<file path="src/rtl/chr_bank_pkg.sv">
// Package: shared constants for the CHR bank register file.
// Assumes a 16-bit CPU address, 8-bit bank numbers split into two
// 4-bit halves, and eight 1 KiB video windows.
package chr_bank_pkg;
    localparam int CPU_ADDR_W = 16;
    localparam int NIB_W      = 4;
    localparam int BANK_W     = 2 * NIB_W;
    localparam int SLOT_CNT   = 8;
    localparam int WIN_W      = $clog2(SLOT_CNT);

    // Address bits that take part in register decoding
    localparam logic [CPU_ADDR_W-1:0] REG_MASK = 16'hF00C;
    localparam logic [CPU_ADDR_W-1:0] HI_BIT   = 16'h0004;
    localparam logic [CPU_ADDR_W-1:0] ODD_BIT  = 16'h0008;

    // Result of decoding the upper four address bits
    typedef struct packed {
        logic       valid;
        logic [1:0] pair;
    } region_t;

    // Map a 4 KiB region number onto a register pair; unmapped regions are invalid
    function automatic region_t region_lookup(input logic [3:0] region);
        region_t r;
        r.valid = 1'b1;
        case (region)
            4'hD:    r.pair = 2'd0;
            4'hA:    r.pair = 2'd1;
            4'hB:    r.pair = 2'd2;
            4'hE:    r.pair = 2'd3;
            default: begin
                r.valid = 1'b0;
                r.pair  = 2'd0;
            end
        endcase
        return r;
    endfunction
endpackage

</file>
<file path="src/rtl/chr_reg_decode.sv">
// Module: chr_reg_decode
// Turns a CPU write into at most one low-nibble or high-nibble strobe
// for one of the slot registers. Assumes cpu_wr is a single-cycle
// strobe and that only address bits 15:12, 3 and 2 are significant.
module chr_reg_decode
    import chr_bank_pkg::*;
#(
    parameter int ADDR_W = CPU_ADDR_W,
    parameter int SLOTS  = SLOT_CNT,
    parameter int SEL_W  = $clog2(SLOTS)
) (
    input  logic              clk,
    input  logic              rst_n,
    input  logic [ADDR_W-1:0] cpu_addr,
    input  logic              cpu_wr,
    output logic [SLOTS-1:0]  wr_lo,
    output logic [SLOTS-1:0]  wr_hi
);
    logic [ADDR_W-1:0] masked;
    region_t           region;
    logic              odd_sel;
    logic              hi_sel;
    logic [SEL_W-1:0]  slot_idx;

    // Keep only the decoded address lines
    always_comb masked = cpu_addr & ADDR_W'(REG_MASK);

    // Split the masked address into region, pair member and nibble half
    always_comb begin
        region   = region_lookup(4'(masked >> (ADDR_W - 4)));
        odd_sel  = |(masked & ADDR_W'(ODD_BIT));
        hi_sel   = |(masked & ADDR_W'(HI_BIT));
        slot_idx = SEL_W'({region.pair, odd_sel});
    end

    // Raise the strobe of the addressed slot and nibble half
    always_comb begin
        for (int i = 0; i < SLOTS; i++) begin
            wr_lo[i] = cpu_wr && region.valid && (slot_idx == SEL_W'(i)) && !hi_sel;
            wr_hi[i] = cpu_wr && region.valid && (slot_idx == SEL_W'(i)) &&  hi_sel;
        end
    end

    // a write reaches at most one nibble of one slot
    p_single_strobe_r2: assert property (@(posedge clk) disable iff (!rst_n)
        $onehot0({wr_lo, wr_hi}));

    // no strobe without the CPU write strobe
    p_no_strobe_idle_r8: assert property (@(posedge clk) disable iff (!rst_n)
        !cpu_wr |-> (wr_lo == '0) && (wr_hi == '0));
endmodule

</file>
<file path="src/rtl/chr_slot_reg.sv">
// Module: chr_slot_reg
// One bank-number register loaded half at a time. Assumes the two
// strobes are never high together; the low half wins if they are.
module chr_slot_reg #(
    parameter int NIBW = 4
) (
    input  logic              clk,
    input  logic              rst_n,
    input  logic              wr_lo,
    input  logic              wr_hi,
    input  logic [NIBW-1:0]   nib_in,
    output logic [2*NIBW-1:0] q
);
    // Clear on reset, otherwise replace the strobed half only
    always_ff @(posedge clk) begin
        if (!rst_n)
            q <= '0;
        else if (wr_lo)
            q[NIBW-1:0] <= nib_in;
        else if (wr_hi)
            q[2*NIBW-1:NIBW] <= nib_in;
    end

    // a low write loads the data nibble and keeps the upper half
    p_low_write_r3: assert property (@(posedge clk) disable iff (!rst_n)
        wr_lo |=> (q[NIBW-1:0] == $past(nib_in)) &&
                  (q[2*NIBW-1:NIBW] == $past(q[2*NIBW-1:NIBW])));

    // a high write loads the data nibble and keeps the lower half
    p_high_write_r4: assert property (@(posedge clk) disable iff (!rst_n)
        (wr_hi && !wr_lo) |=> (q[2*NIBW-1:NIBW] == $past(nib_in)) &&
                              (q[NIBW-1:0] == $past(q[NIBW-1:0])));

    // the register is zero on the first cycle after reset
    p_reset_clear_r5: assert property (@(posedge clk) disable iff (!rst_n)
        $rose(rst_n) |-> (q == '0));
endmodule

</file>
<file path="src/rtl/chr_bank_mux.sv">
// Module: chr_bank_mux
// Combinational choice of the bank number for the current video window.
// Assumes SLOTS is a power of two so every select value names a slot.
module chr_bank_mux #(
    parameter int SLOTS  = 8,
    parameter int BANK_W = 8,
    parameter int SEL_W  = $clog2(SLOTS)
) (
    input  logic [SLOTS-1:0][BANK_W-1:0] regs,
    input  logic [SEL_W-1:0]             sel,
    output logic [BANK_W-1:0]            bank
);
    // Pick the slot named by the window number
    always_comb bank = regs[sel];
endmodule

</file>
<file path="src/rtl/chr_nibble_bank_file.sv">
// Module: chr_nibble_bank_file
// Top of the CHR bank register file: decodes CPU writes into per-slot
// nibble strobes, holds eight bank registers and returns the bank of
// the window on ppu_win. Assumes one write per cpu_wr pulse and a video
// side that samples chr_bank combinationally.
module chr_nibble_bank_file
    import chr_bank_pkg::*;
(
    input  logic                  clk,
    input  logic                  rst_n,
    input  logic [CPU_ADDR_W-1:0] cpu_addr,
    input  logic [BANK_W-1:0]     cpu_data,
    input  logic                  cpu_wr,
    input  logic [WIN_W-1:0]      ppu_win,
    output logic [BANK_W-1:0]     chr_bank
);
    logic [SLOT_CNT-1:0]             wr_lo;
    logic [SLOT_CNT-1:0]             wr_hi;
    logic [NIB_W-1:0]                nib;
    logic [SLOT_CNT-1:0][BANK_W-1:0] bank_regs;

    // Only the low data lines carry a nibble
    always_comb nib = NIB_W'(cpu_data);

    chr_reg_decode #(
        .ADDR_W (CPU_ADDR_W),
        .SLOTS  (SLOT_CNT)
    ) u_decode (
        .clk      (clk),
        .rst_n    (rst_n),
        .cpu_addr (cpu_addr),
        .cpu_wr   (cpu_wr),
        .wr_lo    (wr_lo),
        .wr_hi    (wr_hi)
    );

    for (genvar s = 0; s < SLOT_CNT; s++) begin : g_slot
        chr_slot_reg #(
            .NIBW (NIB_W)
        ) u_slot (
            .clk    (clk),
            .rst_n  (rst_n),
            .wr_lo  (wr_lo[s]),
            .wr_hi  (wr_hi[s]),
            .nib_in (nib),
            .q      (bank_regs[s])
        );
    end

    chr_bank_mux #(
        .SLOTS  (SLOT_CNT),
        .BANK_W (BANK_W)
    ) u_mux (
        .regs (bank_regs),
        .sel  (ppu_win),
        .bank (chr_bank)
    );

    // a write outside the four decoded regions changes no register
    p_unmapped_write_r6: assert property (@(posedge clk) disable iff (!rst_n)
        (cpu_wr && !(cpu_addr[15:12] inside {4'hA, 4'hB, 4'hD, 4'hE}))
        |=> $stable(bank_regs));

    // without a write strobe every register holds
    p_hold_idle_r8: assert property (@(posedge clk) disable iff (!rst_n)
        !cpu_wr |=> $stable(bank_regs));
endmodule

</file>
<file path="config.mk">
export PLATFORM = sky130hd
export DESIGN_NAME = chr_nibble_bank_file
export DESIGN_NICKNAME = d
export VERILOG_FILES = /design/src/rtl/chr_bank_pkg.sv /design/src/rtl/chr_reg_decode.sv /design/src/rtl/chr_slot_reg.sv /design/src/rtl/chr_bank_mux.sv /design/src/rtl/chr_nibble_bank_file.sv
export SDC_FILE = /design/constraint.sdc
export NUM_CORES = 1
export LEC_CHECK = 0
export BUFFER_PORTS_ARGS = -buffer_cell sky130_fd_sc_hd__buf_2
export CORE_UTILIZATION = 35
export CTS_BUF_LIST = sky130_fd_sc_hd__clkbuf_8
export DETAILED_ROUTE_END_ITERATION = 10
export PLACE_DENSITY = 0.55
export SLEW_MARGIN = 20
export SYNTH_ARGS = -nofsm -noshare
export SYNTH_HDL_FRONTEND = slang
export SYNTH_SLANG_ARGS = --single-unit
</file>
<file path="constraint.sdc">
create_clock -name clk -period 1.9 [get_ports clk]
set_input_delay 0.19 -clock clk [delete_from_list [all_inputs] [get_ports clk]]
set_output_delay 0.19 -clock clk [all_outputs]
set_load 0.01 [all_outputs]
</file>
==> report_table.html <==
<table>
<tr><th>Metric</th><th>Value</th></tr>
<tr><th colspan="2">Floorplanning</th></tr>
<tr><td>Height of the die</td><td>roughly 95 um</td></tr>
<tr><td>Number of top-level design ports</td><td>38</td></tr>
<tr><td>Floorplan core area</td><td>8260 sq um</td></tr>
<tr><td>Starting density of the core</td><td>36.3%</td></tr>
<tr><td>Count of standard-cell rows</td><td>33</td></tr>
<tr><td>Area of the die</td><td>8950 sq um</td></tr>
<tr><td>Overall die width</td><td>94.6 um</td></tr>
<tr><th colspan="2">Routing</th></tr>
<tr><td>Routed wirelength normalized by instance count</td><td>16.2 um</td></tr>
<tr><td>Vias per cell</td><td>roughly 5.0</td></tr>
<tr><td>DRC</td><td>0</td></tr>
<tr><td>Drt total wl</td><td>around 6400 um</td></tr>
<tr><td>1st-iter DRT viols</td><td>69</td></tr>
<tr><td>Count of vias placed by the detailed router</td><td>1,997</td></tr>
<tr><td>Detailed Routing Iterations Pass 1</td><td>4</td></tr>
<tr><td>Post-DRT Antenna Nets</td><td>0</td></tr>
<tr><th colspan="2">Clock tree</th></tr>
<tr><td>Clock buffer count from CTS</td><td>9</td></tr>
<tr><td>Clock tree sinks</td><td>64</td></tr>
<tr><td>CTS tree</td><td>done</td></tr>
<tr><td>Clock latency reported for the late side of the worst-skew pair</td><td>0.34 ns</td></tr>
<tr><td>Clock Tree Root</td><td>sky130_fd_sc_hd__clkbuf_8</td></tr>
<tr><td>Max Root-Sink Buffers</td><td>2</td></tr>
<tr><td># Post-CTS Setup Buffers</td><td>0</td></tr>
<tr><td>CTS-repair resized insts</td><td>0</td></tr>
<tr><td>Clock transition at the register clock pins on the worst setup and hold paths after CTS</td><td>roughly 0.07 ns</td></tr>
<tr><td>CTS Hold Bufs</td><td>0</td></tr>
<tr><td>CTS H-tree depth</td><td>3</td></tr>
<tr><th colspan="2">Cells and area</th></tr>
<tr><td>Most used cells in the layout excluding fill and tap cells</td><td>76 x sky130_fd_sc_hd__nand2_1, 64 x sky130_fd_sc_hd__mux2i_1, 64 x sky130_fd_sc_hd__dfxtp_1</td></tr>
<tr><td>Layout net count</td><td>about 320</td></tr>
<tr><td>FILL cells</td><td>826</td></tr>
<tr><td>Final cell utilization of the core</td><td>41.3%</td></tr>
<tr><td>Synthesis-to-layout area growth</td><td>13.7%</td></tr>
<tr><td>Number of antenna diodes</td><td>0</td></tr>
<tr><td>Largest register by flop count</td><td>g_slot.u_slot.q</td></tr>
<tr><td>Commonest non-fill, non-tap cell in the layout</td><td>sky130_fd_sc_hd__nand2_1</td></tr>
<tr><td>Leading registers by flop count</td><td>g_slot.u_slot.q (64)</td></tr>
<tr><td>Fraction of final layout cells sized beyond drive strength 1</td><td>between 10% and 20%</td></tr>
<tr><td>Flip-flop count of the largest register after layout</td><td>64</td></tr>
<tr><th colspan="2">Placement</th></tr>
<tr><td>GP Congestion</td><td>about 0.7</td></tr>
<tr><td>Post-placement setup slack</td><td>just over 0.2 ns</td></tr>
<tr><td>Dpl hpwl</td><td>around 4300 um</td></tr>
<tr><td>Port Buf Inserts</td><td>23</td></tr>
<tr><th colspan="2">STA</th></tr>
<tr><td>Slew HR</td><td>about 57%</td></tr>
<tr><td>Shortest period the worst path allows</td><td>approximately 1.8 ns</td></tr>
<tr><td>Setup-failing EPs final</td><td>0</td></tr>
<tr><td>Final Hold Vio Count</td><td>0</td></tr>
<tr><td>Maximum achievable frequency</td><td>between 500 and 600 MHz</td></tr>
<tr><td>Slew at the pin with the worst max-slew slack</td><td>~0.64 ns</td></tr>
<tr><td>Summed negative setup slack over all endpoints</td><td>0 ns</td></tr>
<tr><td>Worst path setup slack after routing</td><td>slightly above 0.08 ns</td></tr>
<tr><td>Worst clock skew on the final layout</td><td>0 ns</td></tr>
<tr><td>Pins over their slew limit</td><td>0</td></tr>
<tr><td>Part of the cycle the worst path needs</td><td>95.8%</td></tr>
<tr><td>Worst hold slack across all endpoints</td><td>0.343 ns</td></tr>
<tr><td>RSZ-0062 raised after global routing</td><td>no</td></tr>
<tr><th colspan="2">Critical path</th></tr>
<tr><td>CP max stage delay</td><td>0.56 ns</td></tr>
<tr><td>CP Class</td><td>flip-flop to output pin</td></tr>
<tr><td>Data arrival time of the critical path</td><td>about 1.6 ns</td></tr>
<tr><td>Cell with the largest stage delay on the worst path</td><td>sky130_fd_sc_hd__mux4_1</td></tr>
<tr><td>Worst path cell trace</td><td>mux4_1 &gt; mux2_2 &gt; buf_2</td></tr>
<tr><td>Element type at the critical path start</td><td>flip-flop</td></tr>
<tr><td>Launch point of the critical path</td><td>g_slot[3].u_slot.q[7]</td></tr>
<tr><td>Startpoint of the lowest-slack register-to-register path</td><td>g_slot[0].u_slot.q[6]</td></tr>
<tr><td>Critical path capture point type</td><td>output pin</td></tr>
<tr><td>Largest fanout on the critical path</td><td>2</td></tr>
<tr><td>Required time of the critical path</td><td>~1.7 ns</td></tr>
<tr><th colspan="2">Synth</th></tr>
<tr><td>Yosys warning count</td><td>0</td></tr>
<tr><td>Mux contribution to synthesized area</td><td>about two fifths</td></tr>
<tr><td>Combinational family with the most area after synthesis</td><td>multiplexers</td></tr>
<tr><td>Proportion of netlist area held by the largest area contributor</td><td>42.7%</td></tr>
<tr><td>Cell taking the most area after synthesis</td><td>sky130_fd_sc_hd__dfxtp_1</td></tr>
<tr><td>Nets in the synthesized netlist</td><td>slightly below 300</td></tr>
<tr><td>Avg Cell Area, Syn</td><td>~11 sq um</td></tr>
<tr><td>Number of instances in the synthesized netlist</td><td>268</td></tr>
<tr><td>Netlist Area Pre-Place</td><td>3000 sq um</td></tr>
<tr><td>Area share of fa/ha/maj cells after synthesis</td><td>0%</td></tr>
<tr><td>Synthesized-area fraction occupied by ao, oa, aoi and oai cells</td><td>0%</td></tr>
<tr><td>Synth area leaders</td><td>sky130_fd_sc_hd__dfxtp_1 43%, sky130_fd_sc_hd__mux2i_1 21%, sky130_fd_sc_hd__mux4_1 14%</td></tr>
<tr><td>Sequential fraction of the synthesis area</td><td>42.7%</td></tr>
<tr><td>Number of storage elements in the synthesis netlist</td><td>64</td></tr>
<tr><td>Fraction of synthesized cell area in xor and xnor cells</td><td>0%</td></tr>
<tr><td>Post-synthesis share of cell area spent on and, or, nand and nor gates</td><td>roughly 16%</td></tr>
<tr><td>Number of different library cells in the post-synthesis netlist</td><td>25</td></tr>
<tr><th colspan="2">Global route</th></tr>
<tr><td>Number of antenna violations at the first check in global routing</td><td>0</td></tr>
<tr><td>Total gr overflow</td><td>0</td></tr>
<tr><td>Vias in the first global route</td><td>around 1,900</td></tr>
<tr><td>Maximum number of pins on one net before global-route repair</td><td>between 60 and 70</td></tr>
<tr><td>Global-route wire length before repair</td><td>a little over 10,000 um</td></tr>
<tr><td>Combined global-route utilization of all metal layers</td><td>between 15 and 20%</td></tr>
<tr><th colspan="2">Min path</th></tr>
<tr><td>Hold Crit Start</td><td>cpu_addr[3]</td></tr>
<tr><td>Path type of the worst min-delay path</td><td>input port to flip-flop</td></tr>
<tr><th colspan="2">Power</th></tr>
<tr><td>Pwr dens</td><td>approximately 810 nW/um^2</td></tr>
<tr><td>Static leakage</td><td>approximately 1.6 nW</td></tr>
<tr><td>Worst VDD drop</td><td>between 0.0003 and 0.0004 V</td></tr>
<tr><td>Post-layout total power</td><td>~2.8 mW</td></tr>
<tr><th colspan="2">Outcome</th></tr>
<tr><td>Status</td><td>finished, final reports clean</td></tr>
<tr><th colspan="2">Flow run</th></tr>
<tr><td>Number of max-cap violations</td><td>0</td></tr>
</table>
==> routing by layer <==
metal,routed length (um),share of wire [%],GRT usage (%)
met4,127,2.0,6.82
met1,3140,49,20.7
met5,0,0,0
met3,140,2.2,3.38
met2,3040,47,24.8
==> final cells by class <==
cell class / count / area [sq um] / area share (%)
Tap cell: 105 / 131 / 3.85
Multi-Input combinational cell: 184 / 1620 / 47.4
Clock inverter: 6 / 76.3 / 2.24
Timing Repair Buffer: 28 / 165 / 4.84
Inverter: 1 / 3.75 / 0.110
Clock buffer: 10 / 138 / 4.03
Sequential cell: 64 / 1280 / 37.6
==> worst max-delay path, delay by kind of cell, from the launching register on <==
| kind | cells | cell delay [ns] |
|---|---|---|
| flip-flops | 1 | 0.31 |
| multiplexers | 2 | 0.85 |
| buffers and inverters | 1 | 0.14 |
==> power by group <==
part	internal [mW]	leakage [nW]	total (mW)	switching, mW
Combinational	0.0551	0.956	0.159	0.104
Sequential	1.35	0.516	1.35	0.00236
Clock	0.758	0.120	1.25	0.492
==> worst paths after layout <==
| path | end | slack [ns] | cells past startpoint |
|---|---|---|---|
| setup / recovery | chr_bank[7] | 0.08 | 3 |
| hold / removal | g_slot[4].u_slot.q[5] | 0.34 | 3 |
| setup reg to reg | g_slot[0].u_slot.q[6] | 1.27 | 2 |
| hold reg to reg | g_slot[1].u_slot.q[7] | 0.45 | 2 |
==> kinds of logic after synthesis <==
logic type,count (synthesis)
flops,64
mux,88
buf+inv,20
simple gates,96
==> synthesized netlist by cell type, drive strengths merged <==
| library cell | instances |
|---|---|
| nand2 | 76 |
| dfxtp | 64 |
| mux2i | 64 |
| mux4 | 16 |
| clkbuf | 10 |
| buf | 9 |
| mux2 | 8 |
| nor2 | 3 |
| nand3 | 2 |
| nand4 | 2 |
| nand4b | 2 |
| nor4b | 2 |
| nor4bb | 2 |
| and3 | 1 |
| and3b | 1 |
| inv | 1 |
| nand3b | 1 |
| nor2b | 1 |
| nor3 | 1 |
| nor3b | 1 |
| nor4 | 1 |
==> through the flow <==
stage	instances	area (sq um)
finish	398	3410
detailed placement	382	3200
floorplan	268	3000
global placement	382	3200
CTS	398	3410
global route	398	3410
Power figures use the tool's default switching activity.
